[src/rtl/i2cTgtPkg.sv]
package i2cTgtPkg;

  // Strobes issued by the control FSM to the datapath, one cycle each
  typedef struct packed {
    logic shiftIn;   // sample SDA into the shift register
    logic shiftOut;  // move next transmit bit to the MSB
    logic loadTx;    // load read data from the register file
    logic cntClr;    // clear the bit counter
    logic cntInc;    // count one SCL rising edge
    logic ptrLoad;   // pointer takes the received byte
    logic ptrInc;    // pointer steps by one
    logic wrEn;      // register file write strobe
  } tgtStrobe_t;

  typedef enum logic [1:0] {
    DRV_OFF,
    DRV_ACK,
    DRV_TX
  } drvMode_t;

  typedef enum logic [3:0] {
    ST_IDLE,
    ST_ADDR,
    ST_ADDR_ACK,
    ST_PTR,
    ST_PTR_ACK,
    ST_WDATA,
    ST_WDATA_ACK,
    ST_TX,
    ST_HACK
  } tgtState_t;

endpackage

[src/rtl/i2cTgtSync.sv]
module i2cTgtSync #(
  parameter int STAGES = 2,
  parameter bit RST_VAL = 1'b1
) (
  input  logic clk,
  input  logic rstN,
  input  logic dIn,
  output logic dOut
);
  logic [STAGES-1:0] pipe;

  for (genvar i = 0; i < STAGES; i++) begin : g_stage
    if (i == 0) begin : g_first
      always_ff @(posedge clk or negedge rstN) begin
        if (!rstN) pipe[0] <= RST_VAL;
        else       pipe[0] <= dIn;
      end
    end else begin : g_next
      always_ff @(posedge clk or negedge rstN) begin
        if (!rstN) pipe[i] <= RST_VAL;
        else       pipe[i] <= pipe[i-1];
      end
    end
  end

  assign dOut = pipe[STAGES-1];
endmodule

[src/rtl/i2cTgtData.sv]
module i2cTgtData
  import i2cTgtPkg::*;
#(
  parameter int DATA_W      = 8,
  parameter int SYNC_STAGES = 2
) (
  input  logic              clk,
  input  logic              rstN,
  input  logic              sclIn,
  input  logic              sdaIn,
  input  tgtStrobe_t        strb,
  input  drvMode_t          drvMode,
  input  logic [DATA_W-1:0] regRdata,
  output logic              sclRise,
  output logic              sclFall,
  output logic              startSeen,
  output logic              stopSeen,
  output logic              byteDone,
  output logic [DATA_W-1:0] rxByte,
  output logic              sdaOe,
  output logic              regWe,
  output logic [DATA_W-1:0] regAddr,
  output logic [DATA_W-1:0] regWdata
);
  localparam int CNT_W = $clog2(DATA_W + 1);
  localparam logic [CNT_W-1:0] BITS_PER_BYTE = CNT_W'(DATA_W);

  logic sclS, sdaS, sclD, sdaD;
  logic [CNT_W-1:0]  bitCnt;
  logic [DATA_W-1:0] shReg;
  logic [DATA_W-1:0] ptr;
  logic              oeQ;

  i2cTgtSync #(.STAGES(SYNC_STAGES), .RST_VAL(1'b1)) u_sclSync (
    .clk(clk), .rstN(rstN), .dIn(sclIn), .dOut(sclS)
  );
  i2cTgtSync #(.STAGES(SYNC_STAGES), .RST_VAL(1'b1)) u_sdaSync (
    .clk(clk), .rstN(rstN), .dIn(sdaIn), .dOut(sdaS)
  );

  always_ff @(posedge clk or negedge rstN) begin
    if (!rstN) begin
      sclD <= 1'b1;
      sdaD <= 1'b1;
    end else begin
      sclD <= sclS;
      sdaD <= sdaS;
    end
  end

  // Bus events from synchronized levels
  assign sclRise   = sclS & ~sclD;
  assign sclFall   = ~sclS & sclD;
  assign startSeen = sclS & sclD & sdaD & ~sdaS;
  assign stopSeen  = sclS & sclD & ~sdaD & sdaS;
  assign byteDone  = (bitCnt == BITS_PER_BYTE);

  always_ff @(posedge clk or negedge rstN) begin
    if (!rstN) begin
      bitCnt <= '0;
    end else if (strb.cntClr) begin
      bitCnt <= '0;
    end else if (strb.cntInc) begin
      bitCnt <= bitCnt + 1'b1;
    end
  end

  always_ff @(posedge clk or negedge rstN) begin
    if (!rstN) begin
      shReg <= '0;
    end else if (strb.loadTx) begin
      shReg <= regRdata;
    end else if (strb.shiftOut) begin
      shReg <= {shReg[DATA_W-2:0], 1'b1};
    end else if (strb.shiftIn) begin
      shReg <= {shReg[DATA_W-2:0], sdaS};
    end
  end

  always_ff @(posedge clk or negedge rstN) begin
    if (!rstN) begin
      ptr <= '0;
    end else if (strb.ptrLoad) begin
      ptr <= shReg;
    end else if (strb.ptrInc) begin
      ptr <= ptr + 1'b1;
    end
  end

  // Registered open-drain enable keeps the pad free of glitches
  always_ff @(posedge clk or negedge rstN) begin
    if (!rstN) begin
      oeQ <= 1'b0;
    end else begin
      oeQ <= (drvMode == DRV_ACK) | ((drvMode == DRV_TX) & ~shReg[DATA_W-1]);
    end
  end

  assign sdaOe    = oeQ;
  assign rxByte   = shReg;
  assign regWe    = strb.wrEn;
  assign regAddr  = ptr;
  assign regWdata = shReg;
endmodule

[src/rtl/i2cTgtCtrl.sv]
module i2cTgtCtrl
  import i2cTgtPkg::*;
#(
  parameter int                    DATA_W     = 8,
  parameter int                    DEV_ADDR_W = 7,
  parameter logic [DEV_ADDR_W-1:0] BASE_ADDR  = 7'h16
) (
  input  logic              clk,
  input  logic              rstN,
  input  logic              addrStrap,
  input  logic              sclRise,
  input  logic              sclFall,
  input  logic              startSeen,
  input  logic              stopSeen,
  input  logic              byteDone,
  input  logic [DATA_W-1:0] rxByte,
  output tgtStrobe_t        strb,
  output drvMode_t          drvMode
);
  tgtState_t state, stateNxt;
  logic      rwQ, rwNxt;
  logic      addrHit;

  assign addrHit = (rxByte[DATA_W-1 -: DEV_ADDR_W] ==
                    {BASE_ADDR[DEV_ADDR_W-1:1], addrStrap});

  always_ff @(posedge clk or negedge rstN) begin
    if (!rstN) begin
      state <= ST_IDLE;
      rwQ   <= 1'b0;
    end else begin
      state <= stateNxt;
      rwQ   <= rwNxt;
    end
  end

  always_comb begin
    strb     = '0;
    stateNxt = state;
    rwNxt    = rwQ;
    if (stopSeen) begin
      stateNxt = ST_IDLE;
    end else if (startSeen) begin
      stateNxt    = ST_ADDR;
      strb.cntClr = 1'b1;
    end else begin
      case (state)
        ST_ADDR, ST_PTR, ST_WDATA: begin
          if (sclRise) begin
            strb.shiftIn = 1'b1;
            strb.cntInc  = 1'b1;
          end
          if (sclFall && byteDone) begin
            strb.cntClr = 1'b1;
            if (state == ST_ADDR) begin
              if (addrHit) begin
                rwNxt    = rxByte[0];
                stateNxt = ST_ADDR_ACK;
              end else begin
                stateNxt = ST_IDLE;
              end
            end else if (state == ST_PTR) begin
              strb.ptrLoad = 1'b1;
              stateNxt     = ST_PTR_ACK;
            end else begin
              strb.wrEn   = 1'b1;
              strb.ptrInc = 1'b1;
              stateNxt    = ST_WDATA_ACK;
            end
          end
        end
        ST_ADDR_ACK: begin
          if (sclFall) begin
            if (rwQ) begin
              strb.loadTx = 1'b1;
              strb.ptrInc = 1'b1;
              stateNxt    = ST_TX;
            end else begin
              stateNxt = ST_PTR;
            end
          end
        end
        ST_PTR_ACK, ST_WDATA_ACK: begin
          if (sclFall) stateNxt = ST_WDATA;
        end
        ST_TX: begin
          if (sclRise) strb.cntInc = 1'b1;
          if (sclFall) begin
            if (byteDone) begin
              strb.cntClr = 1'b1;
              stateNxt    = ST_HACK;
            end else begin
              strb.shiftOut = 1'b1;
            end
          end
        end
        ST_HACK: begin
          if (sclRise) strb.shiftIn = 1'b1;
          if (sclFall) begin
            if (!rxByte[0]) begin
              strb.loadTx = 1'b1;
              strb.ptrInc = 1'b1;
              stateNxt    = ST_TX;
            end else begin
              stateNxt = ST_IDLE;
            end
          end
        end
        default: stateNxt = ST_IDLE;
      endcase
    end
  end

  always_comb begin
    case (state)
      ST_ADDR_ACK, ST_PTR_ACK, ST_WDATA_ACK: drvMode = DRV_ACK;
      ST_TX:                                 drvMode = DRV_TX;
      default:                               drvMode = DRV_OFF;
    endcase
  end
endmodule

[src/rtl/i2cRegTarget.sv]
module i2cRegTarget
  import i2cTgtPkg::*;
#(
  parameter int                    DATA_W      = 8,
  parameter int                    DEV_ADDR_W  = 7,
  parameter logic [DEV_ADDR_W-1:0] BASE_ADDR   = 7'h16,
  parameter int                    SYNC_STAGES = 2
) (
  input  logic              clk,
  input  logic              rstN,
  input  logic              sclIn,
  input  logic              sdaIn,
  output logic              sdaOe,
  input  logic              addrStrap,
  output logic              regWe,
  output logic [DATA_W-1:0] regAddr,
  output logic [DATA_W-1:0] regWdata,
  input  logic [DATA_W-1:0] regRdata
);
  tgtStrobe_t        strb;
  drvMode_t          drvMode;
  logic              sclRise, sclFall, startSeen, stopSeen, byteDone;
  logic [DATA_W-1:0] rxByte;

  i2cTgtCtrl #(
    .DATA_W(DATA_W), .DEV_ADDR_W(DEV_ADDR_W), .BASE_ADDR(BASE_ADDR)
  ) u_ctrl (
    .clk(clk), .rstN(rstN), .addrStrap(addrStrap),
    .sclRise(sclRise), .sclFall(sclFall),
    .startSeen(startSeen), .stopSeen(stopSeen),
    .byteDone(byteDone), .rxByte(rxByte),
    .strb(strb), .drvMode(drvMode)
  );

  i2cTgtData #(
    .DATA_W(DATA_W), .SYNC_STAGES(SYNC_STAGES)
  ) u_data (
    .clk(clk), .rstN(rstN), .sclIn(sclIn), .sdaIn(sdaIn),
    .strb(strb), .drvMode(drvMode), .regRdata(regRdata),
    .sclRise(sclRise), .sclFall(sclFall),
    .startSeen(startSeen), .stopSeen(stopSeen),
    .byteDone(byteDone), .rxByte(rxByte), .sdaOe(sdaOe),
    .regWe(regWe), .regAddr(regAddr), .regWdata(regWdata)
  );
endmodule

[config.mk]
export PLATFORM = sky130hd
export DESIGN_NAME = i2cRegTarget
export DESIGN_NICKNAME = d
export VERILOG_FILES = /design/src/rtl/i2cTgtPkg.sv /design/src/rtl/i2cTgtSync.sv /design/src/rtl/i2cTgtData.sv /design/src/rtl/i2cTgtCtrl.sv /design/src/rtl/i2cRegTarget.sv
export SDC_FILE = /design/constraint.sdc
export NUM_CORES = 1
export LEC_CHECK = 0
export BUFFER_PORTS_ARGS = -buffer_cell sky130_fd_sc_hd__buf_2
export CORE_ASPECT_RATIO = 1.1
export CORE_MARGIN = 2
export CORE_UTILIZATION = 51
export CTS_CLUSTER_SIZE = 24
export DETAILED_ROUTE_END_ITERATION = 16
export GPL_ROUTABILITY_DRIVEN = 0
export GPL_TIMING_DRIVEN = 0
export MAX_ROUTING_LAYER = met4
export PLACE_DENSITY = 0.83
export SYNTH_ARGS = -nofsm -noshare
export SYNTH_HDL_FRONTEND = slang
export SYNTH_SLANG_ARGS = --single-unit
[constraint.sdc]
create_clock -name clk -period 1.7 [get_ports clk]
set_input_delay 0.17 -clock clk [delete_from_list [all_inputs] [get_ports clk]]
set_output_delay 0.17 -clock clk [all_outputs]
set_load 0.02 [all_outputs]
==> tab_implementation.tex, run 1 <==
\begin{tabular}{lr}
\hline
Metric & Value \\
\hline
\multicolumn{2}{l}{\textbf{Die}} \\
\quad Initial Util & 0.537 \\
\quad Number of cell rows & 23 \\
\quad Number of top-level pins & 31 \\
\quad Core region area & 3680 um\^{}2 \\
\quad Die Y & 69.3 um \\
\quad Die footprint & 4390 um\^{}2 \\
\quad Chip Width & approximately 63 um \\
\multicolumn{2}{l}{\textbf{Global route}} \\
\quad GRT overflow & 0 \\
\quad Maximum number of pins on one net before global-route repair & 33 \\
\quad Via count of the first global-routing pass & 1653 \\
\quad Initial antenna violation count & 0 \\
\quad Wire length of the first global-routing pass & $\sim$8000 um \\
\quad Global routing usage summed across all routing layers & 0.238 \\
\multicolumn{2}{l}{\textbf{Finish}} \\
\quad Final core area utilization & 0.727 \\
\quad Count of filler cells inserted in the layout & 253 \\
\quad Fin nets & about 270 \\
\quad FF/Latch Area & 810 um\^{}2 \\
\quad Highest-count cells in the layout ignoring fill and taps & sky130\_fd\_sc\_hd\_\_buf\_2 (31), sky130\_fd\_sc\_hd\_\_dfrtp\_1 (25), sky130\_fd\_sc\_hd\_\_buf\_4 (21) \\
\quad Share of post-route cells with drive strength above 1 & 0.465 \\
\quad Most frequent standard cell in the layout excluding fill and tap cells & sky130\_fd\_sc\_hd\_\_buf\_2 \\
\quad Number of antenna diodes & 0 \\
\quad Final cell area excluding filler cells & about 2700 um\^{}2 \\
\quad Footprint of the multi-input gates & 1200 um\^{}2 \\
\quad Layout Area Growth over Synthesis & 35.4\% \\
\multicolumn{2}{l}{\textbf{Drt}} \\
\quad Total iterations of the first detailed-routing run & 5 \\
\quad Routed wl met3 & 484 um \\
\quad Post-DRT Antenna Nets & 0 \\
\quad Drt drc & 0 \\
\quad Routed wire length & around 5700 um \\
\quad Post-route met1 wirelength & 2160 um \\
\quad Mean number of vias per cell & 6.22 \\
\quad Routed length on met2 & 2780 um \\
\quad Uppermost layer routed & met4 \\
\quad Average wire per cell in the routed design & between 15 and 20 um \\
\quad Vias after detailed routing & 1891 \\
\quad Count of routing violations after the opening detailed-route iteration & 178 \\
\multicolumn{2}{l}{\textbf{CTS}} \\
\quad Largest buffer count on any clock path & 2 \\
\quad Clock tree from TritonCTS & done \\
\quad TritonCTS buffer count & 5 \\
\quad CTS sink count & 32 \\
\quad Clock transition at path regs & 70 ps \\
\quad CTS H-tree lvls & 2 \\
\quad Clock insertion delay at the later pin of the skew report & around 290 ps \\
\quad Root Buffer Master & sky130\_fd\_sc\_hd\_\_clkbuf\_8 \\
\multicolumn{2}{l}{\textbf{Power}} \\
\quad Leakage power of the design & 0.00126 uW \\
\quad Clock Power Share & 0.222 \\
\quad Max IR drop VDD & 0.000596 V \\
\quad Cell Int Power & 1650 uW \\
\quad Net switching fraction of the power & 0.360 \\
\quad Proportion of power drawn by flip-flops and latches & 0.426 \\
\quad Part of the power in combinational logic & 0.352 \\
\quad Psw & 930 uW \\
\quad Power density over cell area & 964 nW/um\^{}2 \\
\multicolumn{2}{l}{\textbf{Synth}} \\
\quad Sequential fraction of the synthesis area & 0.409 \\
\quad Distinct cell type count of the synthesized netlist & 58 \\
\quad Flip-flop and latch count after synthesis & 32 \\
\quad Yosys Warn Count & 0 \\
\quad Average cell area after synthesis & 10.4 um\^{}2 \\
\quad Share of flip-flops with an asynchronous set or reset & 1.00 \\
\quad Dominant synthesized flop cell & sky130\_fd\_sc\_hd\_\_dfrtp\_1 \\
\quad Synthesized netlist cell count & 191 \\
\quad Share of the synthesized area in the top cell type & 0.329 \\
\quad Synth top area cells & sky130\_fd\_sc\_hd\_\_dfrtp\_1 (33\%), sky130\_fd\_sc\_hd\_\_mux2\_4 (8.3\%), sky130\_fd\_sc\_hd\_\_dfstp\_2 (8.0\%) \\
\quad Cell Area, Synth & 1980 um\^{}2 \\
\quad Largest area contributor in the synthesized netlist & sky130\_fd\_sc\_hd\_\_dfrtp\_1 \\
\quad Number of synthesized flops with an enable pin & 0 \\
\quad Number of nets produced by synthesis & 207 \\
\multicolumn{2}{l}{\textbf{Timing}} \\
\quad Max frequency & between 500 and 600 MHz \\
\quad Min Clock Period, post-route & 1820 ps \\
\quad Final-report hold violation count & 0 \\
\quad Setup repair after global routing missed its margin & yes \\
\quad Worst hold slack across all endpoints & 186 ps \\
\quad Worst slew margin relative to its limit & 0.522 \\
\quad Worst clock skew on the final layout & $\sim$11 ps \\
\quad Least-Margin Pin Slew & approximately 700 ps \\
\quad Number of endpoints failing setup at the final stage & 17 \\
\quad Period utilisation layout & 1.07 \\
\quad Accumulated negative setup slack & -918 ps \\
\quad Slack of the critical path & -119 ps \\
\quad Final slew viol count & 0 \\
\multicolumn{2}{l}{\textbf{Critical path}} \\
\quad Buffering stage count on the worst path with inverters included & 2 \\
\quad Critical Path Start Type & register \\
\quad Element type at the critical path end & register \\
\quad Type of the worst setup path & register to register \\
\quad Largest delay contributor family on the critical path & multiplexers \\
\quad CP peak stage delay & 550 ps \\
\quad Endpoint arrival time on the critical path & 2000 ps \\
\quad WP data required & 1880 ps \\
\quad Cell chain of the critical path & nor2b\_2 > buf\_6 > o211ai\_2 > buf\_6 > mux2\_4 > mux2\_4 \\
\quad Max stage delay cell, worst path & sky130\_fd\_sc\_hd\_\_dfstp\_2 \\
\quad Largest driver fanout on the critical path & 7 \\
\multicolumn{2}{l}{\textbf{Outcome}} \\
\quad Outcome & finished, violations left \\
\quad Violated checks & negative setup slack \\
\multicolumn{2}{l}{\textbf{Hold path}} \\
\quad Hold WC Path Type & input pin to register \\
\multicolumn{2}{l}{\textbf{Placement}} \\
\quad Worst setup slack after placement & -210 ps \\
\quad Total placed instance area & 2200 um\^{}2 \\
\quad Detailed placement HPWL & 3110 um \\
\quad Port Buf Inserts & 30 \\
\multicolumn{2}{l}{\textbf{Job}} \\
\quad Number of max-cap violations & 0 \\
\hline
\end{tabular}
[layer usage]
metal | up-vias | track usage
met5 | - | -
met4 | 0 | 0.0821
met3 | 34 | 0.0487
met2 | 130 | 0.384
met1 | 904 | 0.299
li1 | 823 | -
[power by group through the flow]
| stage | Sequential [uW] | Clock, uW | Combinational (uW) |
|---|---|---|---|
| after CTS | 1090 | 569 | 774 |
| final | 1100 | 574 | 910 |
| after global placement | 1100 | 0 | 717 |
| after floorplan | 1160 | 0 | 445 |
| after detailed placement | 1100 | 0 | 741 |
| after global routing | 1120 | 610 | 974 |
[tightest hold or removal path, stage by stage]
cell                      delay [ps]
sky130_fd_sc_hd__buf_2            70
sky130_fd_sc_hd__nor2_1           30
sky130_fd_sc_hd__o22ai_1         130
[final cells by class]
class | count | area share
Clock buffer | 7 | 0.0285
Tap cell | 50 | 0.0234
Inverter | 12 | 0.0177
Sequential cell | 32 | 0.302
Buffer | 10 | 0.0406
Clock inverter | 1 | 0.00187
Multi-Input combinational cell | 136 | 0.449
Timing Repair Buffer | 56 | 0.137
[path summary, 6_finish.rpt]
| kind | startpoint | to | slack (ps) | cells after the start |
|---|---|---|---|---|
| worst min register to register | u_data.u_sclSync.pipe[0]$_DFF_PN1_ | u_data.u_sclSync.dOut$_DFF_PN1_ | 350 | 0 |
| min in group asynchronous | rstN | u_data.sdaOe$_DFF_PN0_ | 470 | 2 |
| worst min-delay path | regRdata[0] | u_data.regWdata[0]$_DFFE_PN0P_ | 190 | 3 |
| worst max-delay path | u_data.sclD$_DFF_PN1_ | u_data.regWdata[7]$_DFFE_PN0P_ | -120 | 6 |
| worst max register to register | u_data.sclD$_DFF_PN1_ | u_data.regWdata[7]$_DFFE_PN0P_ | -120 | 6 |
| max in group asynchronous | rstN | u_ctrl.state[0]$_DFFE_PN0P_ | 710 | 2 |
[Yosys cell counts (all sizes together), types with 3 or more instances]
cell type,instances
xnor2,4
or3,4
nor3,5
a32oi,5
dfstp,6
dfrtp,26
ha,3
nand2b,3
a21oi,7
nand3,6
nor2,16
nor3b,3
nand2,11
nand4,5
xor2,5
mux2,13
o21ai,10
buf,10
inv,12
[repair_timing]
action | 4_1_cts | 5_1_grt
setup endpoints to repair | 24 | 25
endpoints found under the hold margin | 28 | 0
setup buffers | 11 | 9
gates resized for setup | 9 | 40
hold buffers | 3 | 0
pin swaps | 1 | 9
cloned | 1 | 2
[cell families after synthesis]
kind of cell,after synthesis,share of synthesized area
flip-flops,32,0.409
buffers and inverters,23,0.0620
AO/OA/AOI/OAI,41,0.156
multiplexers,15,0.105
adder cells (fa/ha/maj),3,0.0190
AND/OR/NAND/NOR,68,0.209
XOR/XNOR,9,0.0398
[per-stage QoR]
| step | power [uW] | instances |
|---|---|---|
| floorplan | 1600 | 191 |
| global placement | 1810 | 271 |
| detailed placement | 1840 | 271 |
| CTS | 2430 | 293 |
| global route | 2700 | 304 |
| finish | 2580 | 304 |
[flip-flops by register name (all words and copies together), names as in the netlist]
signal                 cells
u_data.u_sclSync.dOut      1
u_data.u_sdaSync.dOut      1
u_data.bitCnt              4
u_data.regWdata            8
u_data.sdaD                1
u_ctrl.state               4
u_ctrl.rwQ                 1
u_data.sdaOe               1
u_data.regAddr             8
u_data.u_sclSync.pipe      1
u_data.sclD                1
u_data.u_sdaSync.pipe      1
Note: power is estimated with default switching activity, not from simulation.
==> run 2: changes to the inputs <==
--- a/config.mk
+++ b/config.mk
@@ -6,12 +6,10 @@
 export NUM_CORES = 1
 export LEC_CHECK = 0
 export BUFFER_PORTS_ARGS = -buffer_cell sky130_fd_sc_hd__buf_2
-export CORE_ASPECT_RATIO = 1.1
 export CORE_MARGIN = 2
 export CORE_UTILIZATION = 51
 export CTS_CLUSTER_SIZE = 24
 export DETAILED_ROUTE_END_ITERATION = 16
-export GPL_ROUTABILITY_DRIVEN = 0
 export GPL_TIMING_DRIVEN = 0
 export MAX_ROUTING_LAYER = met4
 export PLACE_DENSITY = 0.83
==> tab_implementation.tex, run 2 (same netlist as run 1, synthesis figures left out) <==
\begin{tabular}{lr}
\hline
Metric & Value \\
\hline
\multicolumn{2}{l}{\textbf{Outcome}} \\
\quad Outcome & finished, violations left \\
\quad Violated checks & negative setup slack \\
\multicolumn{2}{l}{\textbf{Timing}} \\
\quad Least-Margin Pin Slew & 728 ps (+11.1 ps) \\
\quad Slack of the critical path & -139 ps (-19.4 ps) \\
\quad Worst slew margin relative to its limit & 0.515 (-0.00743) \\
\quad Period utilisation layout & 1.08 (+0.0114) \\
\quad Min Clock Period, post-route & 1840 ps (+19.4 ps) \\
\quad Accumulated negative setup slack & -1590 ps (-670 ps) \\
\quad Max frequency & 544 MHz (-1.1\%) \\
\quad Worst clock skew on the final layout & 5.45 ps (-5.45 ps) \\
\quad Setup repair after global routing missed its margin & yes \\
\quad Number of endpoints failing setup at the final stage & 23 (+6) \\
\quad Final slew viol count & 0 (unchanged) \\
\quad Final-report hold violation count & 0 (unchanged) \\
\multicolumn{2}{l}{\textbf{Drt}} \\
\quad Routed wire length & 6100 um (+7.1\%) \\
\quad Count of routing violations after the opening detailed-route iteration & 205 (+15\%) \\
\quad Vias after detailed routing & 1900 (+0.48\%) \\
\quad Total iterations of the first detailed-routing run & 4 (-1) \\
\quad Mean number of vias per cell & 6.13 (-1.5\%) \\
\quad Post-DRT Antenna Nets & 0 (unchanged) \\
\quad Average wire per cell in the routed design & 19.7 um (+5.0\%) \\
\quad Drt drc & 0 (unchanged) \\
\multicolumn{2}{l}{\textbf{Critical path}} \\
\quad WP data required & 1880 ps (about the same) \\
\quad CP peak stage delay & 400 ps (-150 ps) \\
\quad Type of the worst setup path & register to register \\
\quad Max stage delay cell, worst path & sky130\_fd\_sc\_hd\_\_dfrtp\_1 \\
\quad Buffering stage count on the worst path with inverters included & 2 (unchanged) \\
\quad Critical Path Start Type & register \\
\quad Critical path depth in cells & 7 (+1) \\
\quad Cell chain of the critical path & inv\_2 > ha\_4 > and3b\_2 > buf\_4 > a21oi\_1 > nor4\_4 > o32ai\_2 \\
\quad Largest delay contributor family on the critical path & compound AO/OA/AOI/OAI gates \\
\quad Depth of the most critical reg-to-reg path & 7 (+1) \\
\quad Element type at the critical path end & register \\
\quad Largest driver fanout on the critical path & 3 (-4) \\
\quad Endpoint arrival time on the critical path & 2020 ps (+20 ps) \\
\multicolumn{2}{l}{\textbf{CTS}} \\
\quad Clock tree from TritonCTS & done \\
\quad Clock insertion delay at the later pin of the skew report & 290 ps (about the same) \\
\quad Clock transition at path regs & 70 ps (about the same) \\
\quad CTS sink count & 32 (unchanged) \\
\quad CTS H-tree lvls & 2 (unchanged) \\
\quad TritonCTS buffer count & 5 (unchanged) \\
\quad Root Buffer Master & sky130\_fd\_sc\_hd\_\_clkbuf\_8 \\
\quad Largest buffer count on any clock path & 2 (unchanged) \\
\multicolumn{2}{l}{\textbf{Die}} \\
\quad Chip Width & 66.3 um (+4.6\%) \\
\quad Number of cell rows & 22 (-4.3\%) \\
\quad Number of top-level pins & 31 (unchanged) \\
\quad Core region area & 3690 um\^{}2 (+0.14\%) \\
\quad Die footprint & 4390 um\^{}2 (about the same) \\
\quad Initial Util & 0.536 (-0.000729) \\
\quad Die Y & 66.3 um (-4.4\%) \\
\multicolumn{2}{l}{\textbf{Power}} \\
\quad Leakage power of the design & 0.00129 uW (+2.9\%) \\
\quad Net switching fraction of the power & 0.359 (-0.000950) \\
\quad Clock Power Share & 0.224 (+0.002) \\
\quad Proportion of power drawn by flip-flops and latches & 0.412 (-0.014) \\
\quad Power density over cell area & 982 nW/um\^{}2 (+1.9\%) \\
\quad Psw & 973 uW (+4.7\%) \\
\quad Cell Int Power & 1740 uW (+5.1\%) \\
\quad Part of the power in combinational logic & 0.364 (+0.012) \\
\quad Max IR drop VDD & 0.000834 V (+40\%) \\
\multicolumn{2}{l}{\textbf{Placement}} \\
\quad Port Buf Inserts & 30 (unchanged) \\
\quad Placed Instances & 269 (-0.74\%) \\
\quad Detailed placement HPWL & 3000 um (-3.7\%) \\
\quad Global placement routability congestion & 0.867 \\
\multicolumn{2}{l}{\textbf{Finish}} \\
\quad Highest-count cells in the layout ignoring fill and taps & sky130\_fd\_sc\_hd\_\_buf\_4 (32), sky130\_fd\_sc\_hd\_\_buf\_2 (31), sky130\_fd\_sc\_hd\_\_dfrtp\_1 (25) \\
\quad Share of post-route cells with drive strength above 1 & 0.496 (+0.0316) \\
\quad Number of antenna diodes & 0 (unchanged) \\
\quad Layout Area Growth over Synthesis & 39.5\% \\
\quad Final core area utilization & 0.748 (+0.0211) \\
\quad Fin nets & 277 (+3.0\%) \\
\quad Post-layout instance count excluding filler cells & 310 (+2.0\%) \\
\quad Most frequent standard cell in the layout excluding fill and tap cells & sky130\_fd\_sc\_hd\_\_buf\_4 \\
\multicolumn{2}{l}{\textbf{Hold path}} \\
\quad Hold WC Path Type & input pin to register \\
\quad Hold path cells & 3 (unchanged) \\
\multicolumn{2}{l}{\textbf{Global route}} \\
\quad GRT overflow & 0 (unchanged) \\
\quad Via count of the first global-routing pass & 1683 (+1.8\%) \\
\quad Wire length of the first global-routing pass & 8030 um (+0.96\%) \\
\quad Global routing usage summed across all routing layers & 0.248 (+0.00978) \\
\quad Maximum number of pins on one net before global-route repair & 33 (unchanged) \\
\quad Initial antenna violation count & 0 (unchanged) \\
\multicolumn{2}{l}{\textbf{Job}} \\
\quad Number of max-cap violations & 0 (unchanged) \\
\hline
\end{tabular}
## run 2: cell count changes in the layout (fill, tap and decap cells not counted), sizes merged
| cell | before | now |
|---|---|---|
| buf | 63 | 71 |
| clkinv | 1 | 2 |
| clkbuf | 7 | 6 |
## run 2: per-layer routing
layer / part of all wire / GRT usage / vias to the layer above
met5: 0 / - / -
met4: 0.018 / 0.0995 / 0
met3: 0.085 / 0.0443 / 13
met2: 0.49 / 0.376 / 128
met1: 0.41 / 0.330 / 919
li1: - / - / 840
## run 2: path summary, 6_finish.rpt
| kind | startpoint | to | slack (ps) |
|---|---|---|---|
| max in group asynchronous | rstN | u_ctrl.state[0]$_DFFE_PN0P_ | 720 |
| worst max-delay path | u_data.bitCnt[1]$_DFFE_PN0P_ | u_ctrl.state[1]$_DFFE_PN0P_ | -140 |
| worst min register to register | u_data.u_sclSync.pipe[0]$_DFF_PN1_ | u_data.u_sclSync.dOut$_DFF_PN1_ | 360 |
| worst max register to register | u_data.bitCnt[1]$_DFFE_PN0P_ | u_ctrl.state[1]$_DFFE_PN0P_ | -140 |
| worst min-delay path | regRdata[0] | u_data.regWdata[0]$_DFFE_PN0P_ | 150 |
| min in group asynchronous | rstN | u_data.bitCnt[0]$_DFFE_PN0P_ | 470 |
## run 2: worst min-delay path, cell delays in order
cell and delay (ps):
sky130_fd_sc_hd__buf_2 70, sky130_fd_sc_hd__nor2_1 30, sky130_fd_sc_hd__o22ai_1 110
## run 2: repair_timing
item | CTS | global route
setup buffers | 14 | 16
resized for setup | 18 | 27
endpoints found under the hold margin | 28 | 0
setup endpoints to repair | 24 | 24
cloned | 1 | 1
pin swaps | 3 | 14
hold buffers | 3 | 0
## run 2: through the flow
stage          instance area, um^2  total power [uW]  setup slack [ps]  hold WS (ps)
5_1_grt                       2760              2830              -167           188
3_3_place_gp                  2190              1810              -152           253
4_1_cts                       2500              2500             -63.0           159
6_report                      2760              2710              -139           152
3_5_place_dp                  2190              1830              -185           258
2_1_floorplan                 1980              1600             -28.2          -126
## run 2: power groups by stage
stage	registers, uW	logic (uW)	clock network [uW]
after floorplan	1160	445	0
after CTS	1080	814	604
after global placement	1090	717	0
after detailed placement	1100	735	0
after global routing	1130	1050	648
final	1120	986	608
## run 2: cell type report
cell class              count  area, um^2
clock inverters             2        10.0
well taps                  48        60.1
repair buffers             65         430
clock buffers               6        82.6
plain buffers               9        93.8
fillers                   246         928
inverters                  12        45.0
multi-input cells         136        1230
flip-flops and latches     32         810
